$ cat config.mk
export PLATFORM = sky130hd
export DESIGN_NAME = lpm_seq
export DESIGN_NICKNAME = d
export VERILOG_FILES = /design/src/rtl/lpm_pkg.sv /design/src/rtl/lpm_next.sv /design/src/rtl/lpm_speed.sv /design/src/rtl/lpm_seq.sv
export SDC_FILE = /design/constraint.sdc
export NUM_CORES = 1
export LEC_CHECK = 0
export BUFFER_PORTS_ARGS = -buffer_cell sky130_fd_sc_hd__clkbuf_2
export CORE_MARGIN = 2
export CORE_UTILIZATION = 30
export CTS_CLUSTER_DIAMETER = 200
export DETAILED_ROUTE_END_ITERATION = 7
export SLEW_MARGIN = 0
export SYNTH_ARGS = -nofsm -noshare
export SYNTH_HDL_FRONTEND = slang
export SYNTH_SLANG_ARGS = --single-unit
$ cat constraint.sdc
create_clock -name clk -period 4.4 [get_ports clk]
set_clock_uncertainty 0.05 [all_clocks]
set_input_delay 0.44 -clock clk [delete_from_list [all_inputs] [get_ports clk]]
set_output_delay 0.44 -clock clk [all_outputs]
set_load 0.02 [all_outputs]
$ cat src/rtl/lpm_pkg.sv
package lpm_pkg;
  localparam int MODE_W = 3;

  typedef enum logic [MODE_W-1:0] {
    MD_ACT   = 3'd0,
    MD_SUB   = 3'd1,
    MD_WATCH = 3'd2,
    MD_STBY  = 3'd3,
    MD_STAB  = 3'd4
  } lpm_mode_e;
endpackage

$ cat src/rtl/lpm_next.sv
module lpm_next
  import lpm_pkg::*;
#(
  parameter bit SUBACT_EN = 1'b1
) (
  input  lpm_mode_e cur,
  input  logic      stop_i,
  input  logic      sby_i,
  input  logic      lson_i,
  input  logic      dton_i,
  input  logic      wake_i,
  input  logic      osc_rdy_i,
  output lpm_mode_e nxt
);
  logic halt;
  assign halt = stop_i | sby_i;

  always_comb begin
    nxt = cur;
    unique case (cur)
      MD_ACT: begin
        if (stop_i) begin
          if (SUBACT_EN && lson_i && dton_i) nxt = MD_SUB;
          else                               nxt = MD_WATCH;
        end else if (sby_i) begin
          nxt = MD_STBY;
        end
      end
      MD_SUB: begin
        if (halt) begin
          if (dton_i && !lson_i) nxt = MD_STAB;
          else                   nxt = MD_WATCH;
        end
      end
      MD_WATCH: begin
        if (wake_i) begin
          if (SUBACT_EN && lson_i) nxt = MD_SUB;
          else                     nxt = MD_STAB;
        end
      end
      MD_STBY: begin
        if (wake_i) nxt = MD_ACT;
      end
      MD_STAB: begin
        if (osc_rdy_i) nxt = MD_ACT;
      end
      default: nxt = MD_ACT;
    endcase
  end
endmodule

$ cat src/rtl/lpm_speed.sv
module lpm_speed (
  input  logic clk,
  input  logic rst,
  input  logic wr_allowed,
  input  logic sel_wr,
  input  logic sel_wdata,
  input  logic err_clr,
  output logic sel_q,
  output logic err_q
);
  always_ff @(posedge clk) begin
    if (rst) begin
      sel_q <= 1'b0;
      err_q <= 1'b0;
    end else begin
      if (sel_wr && wr_allowed) sel_q <= sel_wdata;
      if (sel_wr && !wr_allowed) err_q <= 1'b1;
      else if (err_clr)          err_q <= 1'b0;
    end
  end

  p_blocked_write_r4: assert property (@(posedge clk) disable iff (rst)
    (sel_wr && !wr_allowed) |=> ($stable(sel_q) && err_q));

  p_allowed_write_r3: assert property (@(posedge clk) disable iff (rst)
    (sel_wr && wr_allowed) |=> (sel_q == $past(sel_wdata)));
endmodule

$ cat src/rtl/lpm_seq.sv
module lpm_seq
  import lpm_pkg::*;
#(
  parameter bit SUBACT_EN = 1'b1
) (
  input  logic                clk,
  input  logic                rst,
  input  logic                stop_i,
  input  logic                sby_i,
  input  logic                lson_i,
  input  logic                dton_i,
  input  logic                wake_i,
  input  logic                osc_rdy_i,
  input  logic                spd_wr_i,
  input  logic                spd_wdata_i,
  input  logic                err_clr_i,
  output logic [MODE_W-1:0]   mode_o,
  output logic                main_osc_en_o,
  output logic                sub_osc_en_o,
  output logic                adc_en_o,
  output logic                spd_sel_o,
  output logic                spd_err_o
);
  lpm_mode_e state_q, state_d;

  lpm_next #(.SUBACT_EN(SUBACT_EN)) u_next (
    .cur       (state_q),
    .stop_i    (stop_i),
    .sby_i     (sby_i),
    .lson_i    (lson_i),
    .dton_i    (dton_i),
    .wake_i    (wake_i),
    .osc_rdy_i (osc_rdy_i),
    .nxt       (state_d)
  );

  // Mode and clock-domain enables registered together from the next mode.
  always_ff @(posedge clk) begin
    if (rst) begin
      state_q       <= MD_ACT;
      main_osc_en_o <= 1'b1;
      sub_osc_en_o  <= 1'b0;
      adc_en_o      <= 1'b1;
    end else begin
      state_q       <= state_d;
      main_osc_en_o <= (state_d == MD_ACT) || (state_d == MD_STBY) || (state_d == MD_STAB);
      sub_osc_en_o  <= (state_d == MD_SUB) || (state_d == MD_WATCH);
      adc_en_o      <= (state_d == MD_ACT);
    end
  end

  assign mode_o = state_q;

  lpm_speed u_speed (
    .clk        (clk),
    .rst        (rst),
    .wr_allowed (state_q == MD_ACT),
    .sel_wr     (spd_wr_i),
    .sel_wdata  (spd_wdata_i),
    .err_clr    (err_clr_i),
    .sel_q      (spd_sel_o),
    .err_q      (spd_err_o)
  );

  p_sub_clocks_r1: assert property (@(posedge clk) disable iff (rst)
    (mode_o == MD_SUB) |-> (!main_osc_en_o && sub_osc_en_o));

  p_adc_active_only_r2: assert property (@(posedge clk) disable iff (rst)
    (mode_o != MD_ACT) |-> !adc_en_o);

  p_sub_branch_r5: assert property (@(posedge clk) disable iff (rst)
    ((mode_o == MD_SUB) && (stop_i || sby_i)) |=>
      (mode_o == (($past(dton_i) && !$past(lson_i)) ? MD_STAB : MD_WATCH)));

  p_no_sub_r6: assert property (@(posedge clk) disable iff (rst)
    (SUBACT_EN == 1'b0) |-> (mode_o != MD_SUB));

  p_stab_hold_r7: assert property (@(posedge clk) disable iff (rst)
    ((mode_o == MD_STAB) && !osc_rdy_i) |=> (mode_o == MD_STAB));

  p_stab_exit_r7: assert property (@(posedge clk) disable iff (rst)
    ((mode_o == MD_STAB) && osc_rdy_i) |=> (mode_o == MD_ACT));
endmodule

==> results_dict.tcl, run 1 <==
set metrics [dict create \
    status "completed" \
    worstPathArrival_ps 1720 \
    nFillCells 138 \
    p_leak_nw 0.241 \
    dieArea_um2 1660 \
    ir_worst_vdd_v 0.000138 \
    syn_avg_cell_area_um2 8.45 \
    drt_iter0_markers 8 \
    row_count 13 \
    wl_per_cell_um 10.1 \
    crit_slowest_cell "dfxtp_1" \
    setup_viol_count_final 0 \
    seqPwrFrac_pct 43.4 \
    grt_pass1_wl_mm 1.40 \
    fin_tns_setup_ps 0 \
    postRouteAntennaNets 0 \
    period_minus_slack_ps 1640 \
    worst_pin_slew_ps 428 \
    maxCapViolations 0 \
    drive_above_1_share_pct 33.3 \
    first_global_vias 375 \
    netlist_instances 48 \
    yosysWarnings 0 \
    synth_cell_types 23 \
    vias 430 \
    routabilityCongestion 0.797 \
    hpwl_um 699 \
    synth_top_area_share_pct 39.5 \
    intPower_mw 0.147 \
    drv_slew 0 \
    htreeDepth 1 \
    critPathCaptureType "flop" \
    yosysTopAreaCell "dfxtp_1" \
    p_per_area_nw_per_um2 408 \
    rsz0062_at_grt "no" \
    critPathKind "flop to flop" \
    drt_pre_antenna_iters 4 \
    combPwrFrac_pct 32.3 \
    synthTopCellsByArea "dfxtp_1, nand2b_1, o21ai_0" \
    start_util_pct 31.5 \
    clkPwrFrac_pct 24.3 \
    cts_resized 0 \
    fmax_ghz 0.610 \
    core-area_um2 1280 \
    syn_nets 59 \
    switching_share_pct 33.0 \
    die_x_um 40.8 \
    clk_pin_slew_ps 50 \
    critPathMaxFanout 9 \
    antenna_cells 0 \
    port_buffers 18 \
    pin_count 19 \
    max_stage_delay_ps 490 \
    clockBufferDepth 2 \
    cts_buffers 3 \
    syn_to_final_growth_pct 32.4 \
    hold_path_class "input pin to flop" \
    grtUsageTotal_pct 13.1 \
    cts_num_sinks 8 \
    gr-total-overflow 0 \
    path_cells "nand3b_1, or3b_1, a31oi_2, or2_1, o21ai_0" \
    die_h_um 40.8 \
    syn-cell-area_um2 405 \
    vias_per_cell 5.12 \
    finalPower_mw 0.219 \
    drc 0 \
    fin_crit_sh_pct 37.3 \
    wirelength_um 851 \
    worstSkewPairLatency_ps 240 \
    cts_tree "yes" \
    post_cts_buffers 0 \
    ys_ff_latch 8 \
    grt_max_degree 10 \
    root_buffer "clkbuf_4" \
    nNetsFinal 82 \
    ys_seq_area_share_pct 39.5 \
    critPathRequiredTime_ps 4480 \
    switchingPower_mw 0.0723 \
    cts_hold_buf 0 \
    whs_ps 381 \
    slew-limit-headroom_pct 71.1 \
    antenna_found_initial 0 \
    hold_viol 0 \
    startpoint_type "flop" \
    fin_util_pct 41.8 \
]
## cells by family after synthesis
family,share of synthesized area (%)
and+or+nand+nor,38.0
DFF,39.5
AOI/OAI and AO/OA,21.6
buffers and inverters,0.925
## worst paths after layout
path / to / slack [ps] / depth (start not counted) / from
setup / recovery: main_osc_en_o / 2760 / 5 / mode_o[1]
hold reg to reg: u_speed.sel_q / 410 / 2 / u_speed.sel_q
setup reg to reg: main_osc_en_o / 2760 / 5 / mode_o[1]
hold / removal: u_speed.sel_q / 380 / 3 / spd_wdata_i
## metrics by stage
step           setup WS, ps  std cells  instance area [µm²]
6_report               2760         84                  537
2_1_floorplan          2790         48                  405
5_1_grt                2600         84                  537
3_3_place_gp           2710         81                  514
3_5_place_dp           2680         81                  514
4_1_cts                2740         84                  537
## cells in the mapped netlist
cell / n
dfxtp_1: 8
nand2b_1: 4
nor2_1: 4
o21ai_0: 4
a21oi_1: 3
nor2b_1: 3
and3_1: 2
nand2_1: 2
nand3_1: 2
nor3_1: 2
or3b_1: 2
a21o_1: 1
a311oi_1: 1
a31oi_2: 1
and2_1: 1
inv_1: 1
nand3b_1: 1
nor3_2: 1
nor3b_1: 1
o21a_1: 1
o21bai_1: 1
o311ai_0: 1
or2_1: 1
## state kept, by name, summed over array words and instances, names as in the netlist
name           count
u_speed.sel_q      1
adc_en_o           1
mode_o             3
sub_osc_en_o       1
u_speed.err_q      1
main_osc_en_o      1
## power groups by stage
stage / logic, mW / registers [mW] / clock network (mW)
2_1_floorplan: 0.0324 / 0.111 / 0
3_3_place_gp: 0.0714 / 0.0968 / 0
3_5_place_dp: 0.0714 / 0.0970 / 0
4_1_cts: 0.0717 / 0.0955 / 0.0558
5_1_grt: 0.0797 / 0.0975 / 0.0616
6_report: 0.0707 / 0.0951 / 0.0533
## critical path, delay by kind of cell (launching register included)
kind / cells / cell delay (ps)
AO/OA/AOI/OAI: 2 / 260
AND/OR/NAND/NOR: 3 / 720
flip-flops: 1 / 490
## metal layers
layer	global-route usage, %	routed length, µm	up-vias
met3	5.43	73	4
met5	0	0	-
met2	23.0	402	22
met4	5.83	17	0
met1	13.4	357	183
li1	-	-	221
## placed cells by master, fill, tap and decap left out, drive strengths merged
| master | instances |
|---|---|
| a21o | 1 |
| o21a | 1 |
| a31oi | 1 |
| clkbuf | 21 |
| and3 | 2 |
| a21oi | 3 |
| and2 | 1 |
| nor3b | 1 |
| nor2 | 4 |
| nor2b | 3 |
| or2 | 1 |
| a311oi | 1 |
| o311ai | 1 |
| nand3b | 1 |
| nor3 | 3 |
| o21bai | 1 |
| or3b | 2 |
| dfxtp | 8 |
| nand2b | 4 |
| nand3 | 2 |
| nand2 | 2 |
| inv | 1 |
| o21ai | 4 |
## cell type report
cell class | count | area, µm² | area share, %
Sequential cell | 8 | 160 | 29.8
Inverter | 1 | 3.75 | 0.699
Clock buffer | 3 | 22.5 | 4.20
Tap cell | 15 | 18.8 | 3.50
Timing Repair Buffer | 18 | 90.1 | 16.8
Multi-Input combinational cell | 39 | 241 | 45.0
(Power assumes the default switching activity.)
==> run 2, diff against run 1 <==
- clock period: 4.4 -> 1.35 ns (I/O delays scaled with it)
==> results_dict.tcl, run 2 (synthesized netlist as in run 1, its figures left out) <==
set metrics [dict create \
    status "finished, violations left" \
    violations "negative setup slack" \
    worstPathArrival_ps 1580 \
    critPathMaxFanout 6 \
    p_per_area_nw_per_um2 1260 \
    combPwrFrac_pct 35.4 \
    dpl_cell_area_um2 568 \
    path_cells "nand3b_1, or3b_4, a31oi_2, or2_1, o21ai_1" \
    drive_above_1_share_pct 47.4 \
    worst_pin_slew_ps 391 \
    die_h_um 40.8 \
    pre_cts_ws_ps -132 \
    largest_register_ffs 3 \
    start_util_pct 31.5 \
    r2r-start "mode_o[2]" \
    cts_tree "yes" \
    fmax_ghz 0.672 \
    vias 443 \
    hpwl_um 720 \
    fin_crit_sh_pct 110 \
    p_leak_nw 0.288 \
    switchingPower_mw 0.262 \
    grtUsageMet3_pct 8.15 \
    critPathCaptureType "flop" \
    setup_viol_count_final 3 \
    routabilityCongestion 0.759 \
    antenna_cells 0 \
    drt_iter0_markers 4 \
    nNetsFinal 90 \
    path_delay_family "simple AND/OR/NAND/NOR gates" \
    first_global_vias 362 \
    setup.worst_path.start "mode_o[2]" \
    cts_buffers 3 \
    syn_to_final_growth_pct 53.7 \
    maxCapViolations 0 \
    nFillCells 132 \
    drt_pre_antenna_iters 2 \
    cts_num_sinks 8 \
    switching_share_pct 33.3 \
    max_stage_delay_ps 390 \
    grtUsageMet2_pct 22.2 \
    drv_slew 0 \
    period_minus_slack_ps 1490 \
    grt_max_degree 10 \
    row_count 13 \
    clkPwrFrac_pct 25.1 \
    port_buffers 18 \
    wl_per_cell_um 10.5 \
    die_x_um 40.8 \
    postRouteAntennaNets 0 \
    root_buffer "clkbuf_4" \
    design_area_um2 623 \
    crit_buf_inv 0 \
    clockBufferDepth 2 \
    rsz0062_at_grt "yes" \
    seqCellArea_um2 169 \
    intPower_mw 0.525 \
    gr-total-overflow 0 \
    grt.met1_usage_pct 17.6 \
    critPathRequiredTime_ps 1440 \
    cts_hold_buf 0 \
    fin_tns_setup_ps -362 \
    min_from "spd_wdata_i" \
    grt_pass1_wl_mm 1.48 \
    drc 0 \
    critPathKind "flop to flop" \
    ir_worst_vdd_v 0.000649 \
    grtUsageTotal_pct 14.1 \
    hold_path_class "input pin to flop" \
    startpoint_type "flop" \
    crit_slowest_cell "or3b_4" \
    grt-busiest-layer "met2" \
    setup_ws_ps -138 \
    worstSkewPairLatency_ps 260 \
    multi_input_area_um2 255 \
    slew-limit-headroom_pct 73.5 \
    final_cell_mix "clkbuf_2, buf_4, dfxtp_1" \
    core-area_um2 1280 \
    htreeDepth 1 \
    hold_viol 0 \
    antenna_found_initial 0 \
    layout_commonest_cell "clkbuf_2" \
    dieArea_um2 1660 \
    seqPwrFrac_pct 39.6 \
    wirelength_um 981 \
    vias_per_cell 4.76 \
    clk_pin_slew_ps 60 \
    pin_count 19 \
]
run 2: changes by cell type in the layout (fill, tap and decap cells not counted), sizes merged:
| cell | delta |
|---|---|
| buf | +8 |
| clkbuf | +1 |
run 2: path summary, 6_finish.rpt:
kind                                       to  slack [ps]  cells past startpoint
worst min-delay path            u_speed.sel_q          70                      3
worst max register to register  main_osc_en_o        -140                      5
worst max-delay path            main_osc_en_o        -140                      5
worst min register to register  u_speed.sel_q         410                      2
run 2: worst reg2reg max path: cells and delay by family, from the launching register on:
family | cells | cell delay [ps]
simple gates | 3 | 730
compound gates | 2 | 230
flops | 1 | 360
run 2: power by group through the flow:
stage                     clock network (mW)  logic (mW)  registers, mW
after floorplan                            0       0.107          0.363
after global placement                     0       0.263          0.315
after detailed placement                   0       0.264          0.315
after CTS                              0.208       0.274          0.311
after global routing                   0.217       0.307          0.320
final                                  0.197       0.278          0.312
run 2: layer usage:
layer	vias up	part of all wire (%)
li1	235	-
met2	21	45
met5	-	0
met3	0	7.1
met1	187	48
met4	0	0
run 2: timing repair:
action                     CTS  global route
setup endpoints to repair    3             3
gates resized for setup      2             2
hold endpoints to repair     0             0
pin swaps                    1             2
cloned                       0             0
buffers inserted             2             0
run 2: through the flow:
stage	std cells	total power [mW]	utilization [%]	hold slack [ps]
floorplan	48	0.469	-	147
finish	93	0.788	48.5	69.8
CTS	93	0.793	48.0	62.2
detailed placement	87	0.579	44.2	333
global route	93	0.845	48.5	70.4
global placement	87	0.578	44.2	329
run 2: cell type report:
| class | instances | share of cell area (%) |
|---|---|---|
| multi-input cells | 39 | 41.0 |
| flip-flops and latches | 8 | 27.1 |
| repair buffers | 26 | 24.1 |
| clock buffers | 4 | 4.22 |
| well taps | 15 | 3.01 |
| inverters | 1 | 0.602 |
==> run 3, diff against run 2 <==
- SYNTH_HIERARCHICAL: default -> 1
==> results_dict.tcl, run 3 <==
set metrics [dict create \
    status "finished, violations left" \
    violations "negative setup slack" \
    netlist_instances 45 \
    worstPathArrival_ps 1490 \
    vias_per_cell 4.74 \
    grt_pass1_wl_mm 1.41 \
    synth-async-reset-ratio_pct 0 \
    htreeDepth 1 \
    setup_viol_count_final 1 \
    first_global_vias 350 \
    period_minus_slack_ps 1410 \
    design_area_um2 643 \
    cts_num_sinks 8 \
    ys_ff_latch 8 \
    synth_edf_count 0 \
    die_h_um 40.5 \
    hold_viol 0 \
    fin_tns_setup_ps -61.6 \
    drive_above_1_share_pct 52.1 \
    hpwl_um 739 \
    p_leak_nw 0.283 \
    slew-limit-headroom_pct 72.7 \
    p_per_area_nw_per_um2 1300 \
    yosysTopAreaCell "dfxtp_1" \
    drc 0 \
    fin_cells 88 \
    syn_to_final_growth_pct 61.1 \
    fin_crit_sh_pct 105 \
    yosysWarnings 6 \
    core-area_um2 1270 \
    critPathKind "flop to flop" \
    synth_top_area_share_pct 40.1 \
    clk_pin_slew_ps 60 \
    drt_pre_antenna_iters 2 \
    critPathRequiredTime_ps 1430 \
    postRouteAntennaNets 0 \
    worstSkewPairLatency_ps 250 \
    vias 417 \
    drv_slew 0 \
    maxCapViolations 0 \
    antenna_found_initial 0 \
    nNetsFinal 85 \
    fmax_ghz 0.708 \
    cts_tree "yes" \
    wl_per_cell_um 10.8 \
    setup_ws_ps -61.6 \
    nFillCells 126 \
    root_buffer "clkbuf_4" \
    syn_nets 56 \
    finalPower_mw 0.835 \
    wirelength_um 947 \
    grt_max_degree 10 \
    synthTopCellsByArea "dfxtp_1, nor2b_1, o32ai_1" \
    cts_hold_buf 0 \
    ys_seq_area_share_pct 40.1 \
    port_buffers 18 \
    critPathCaptureType "flop" \
    syn-cell-area_um2 399 \
    start_util_pct 31.5 \
    dieArea_um2 1640 \
    max_stage_delay_ps 360 \
    antenna_cells 0 \
    pin_count 19 \
    routabilityCongestion 0.799 \
    layout_commonest_cell "clkbuf_2" \
    gr-total-overflow 0 \
    worst_pin_slew_ps 410 \
    startpoint_type "flop" \
    clockBufferDepth 2 \
    cts_buffers 3 \
    whs_ps 69.7 \
    die_x_um 40.5 \
    synth_ff_type "dfxtp_1" \
    grtUsageTotal_pct 13.0 \
    place_inst 84 \
    synth_cell_types 24 \
    path_cells "mux2_4, o32ai_4, nor3_1, or2_1" \
    synth.most_common_cell "dfxtp_1" \
    crit_slowest_cell "dfxtp_4" \
    drt_iter0_markers 1 \
    hold_path_class "input pin to flop" \
    row_count 13 \
    synth_common_cells "dfxtp_1, nand2_1, nor2b_1" \
    largest_register_ffs 3 \
    dpl_cell_area_um2 601 \
    critPathMaxFanout 5 \
    ir_worst_vdd_v 0.000473 \
    syn_avg_cell_area_um2 8.87 \
    rsz0062_at_grt "yes" \
    final_cell_mix "clkbuf_2, dfxtp_1, buf_4" \
]
## run 3: cell count changes after synthesis, moves of 2 or more
cell | previous run | this run
nand2_1 | 2 | 4
or3b_1 | 2 | 0
o21ai_0 | 4 | 2
nand2b_1 | 4 | 2
and3_1 | 2 | 0
o32ai_1 | 0 | 2
## run 3: kinds of logic after synthesis
family	count (synthesis)	synth area share, %
simple gates	21	29.8
compound gates	13	24.1
flops	8	40.1
xor+xnor	1	2.19
mux	1	2.82
buf+inv	1	0.940
## run 3: area by class of cell
| class | count | area [µm²] | area share [%] |
|---|---|---|---|
| multi-input combinational | 36 | 282 | 43.8 |
| inverter | 1 | 3.75 | 0.584 |
| sequential | 8 | 165 | 25.7 |
| clock buffer | 4 | 26.3 | 4.09 |
| tap | 15 | 18.8 | 2.92 |
| timing repair buffer | 24 | 148 | 23.0 |
## run 3: final timing paths
kind,slack [ps],cells past startpoint,endpoint,from
worst max-delay path,-60,4,adc_en_o,mode_o[0]
worst max register to register,-60,4,adc_en_o,mode_o[0]
worst min-delay path,70,3,u_speed/sel_q,spd_wdata_i
worst min register to register,420,2,u_speed/err_q,u_speed/err_q
## run 3: through the flow
| stage | utilization (%) | setup slack, ps |
|---|---|---|
| floorplan | - | -94.8 |
| global placement | 47.3 | -40.5 |
| detailed placement | 47.3 | -55.1 |
| CTS | 49.9 | -72.4 |
| global route | 50.7 | -133 |
| finish | 50.7 | -61.6 |
## run 3: timing repair
action | in CTS | in global routing
pin swaps | 0 | 1
setup endpoints to repair | 3 | 5
setup buffers | 0 | 0
gates resized for setup | 1 | 3
## run 3: routing by layer
| layer | track usage, % | routed length (µm) | vias up | part of all wire (%) |
|---|---|---|---|---|
| li1 | - | - | 223 | - |
| met1 | 17.8 | 468 | 187 | 49 |
| met2 | 20.2 | 452 | 7 | 48 |
| met3 | 1.67 | 26 | 0 | 2.7 |
| met4 | 5.00 | 0 | 0 | 0 |
| met5 | 0 | 0 | - | 0 |
## run 3: power breakdown
group	total [mW]	switching [mW]	internal, mW
Sequential	0.300	0.0236	0.276
Clock	0.191	0.0783	0.113
Combinational	0.344	0.179	0.164
## run 3: critical path, delay by kind of cell (launching register included)
| kind | cells | cell delay, ps |
|---|---|---|
| mux | 1 | 310 |
| flops | 1 | 360 |
| simple gates | 2 | 290 |
| compound gates | 1 | 280 |
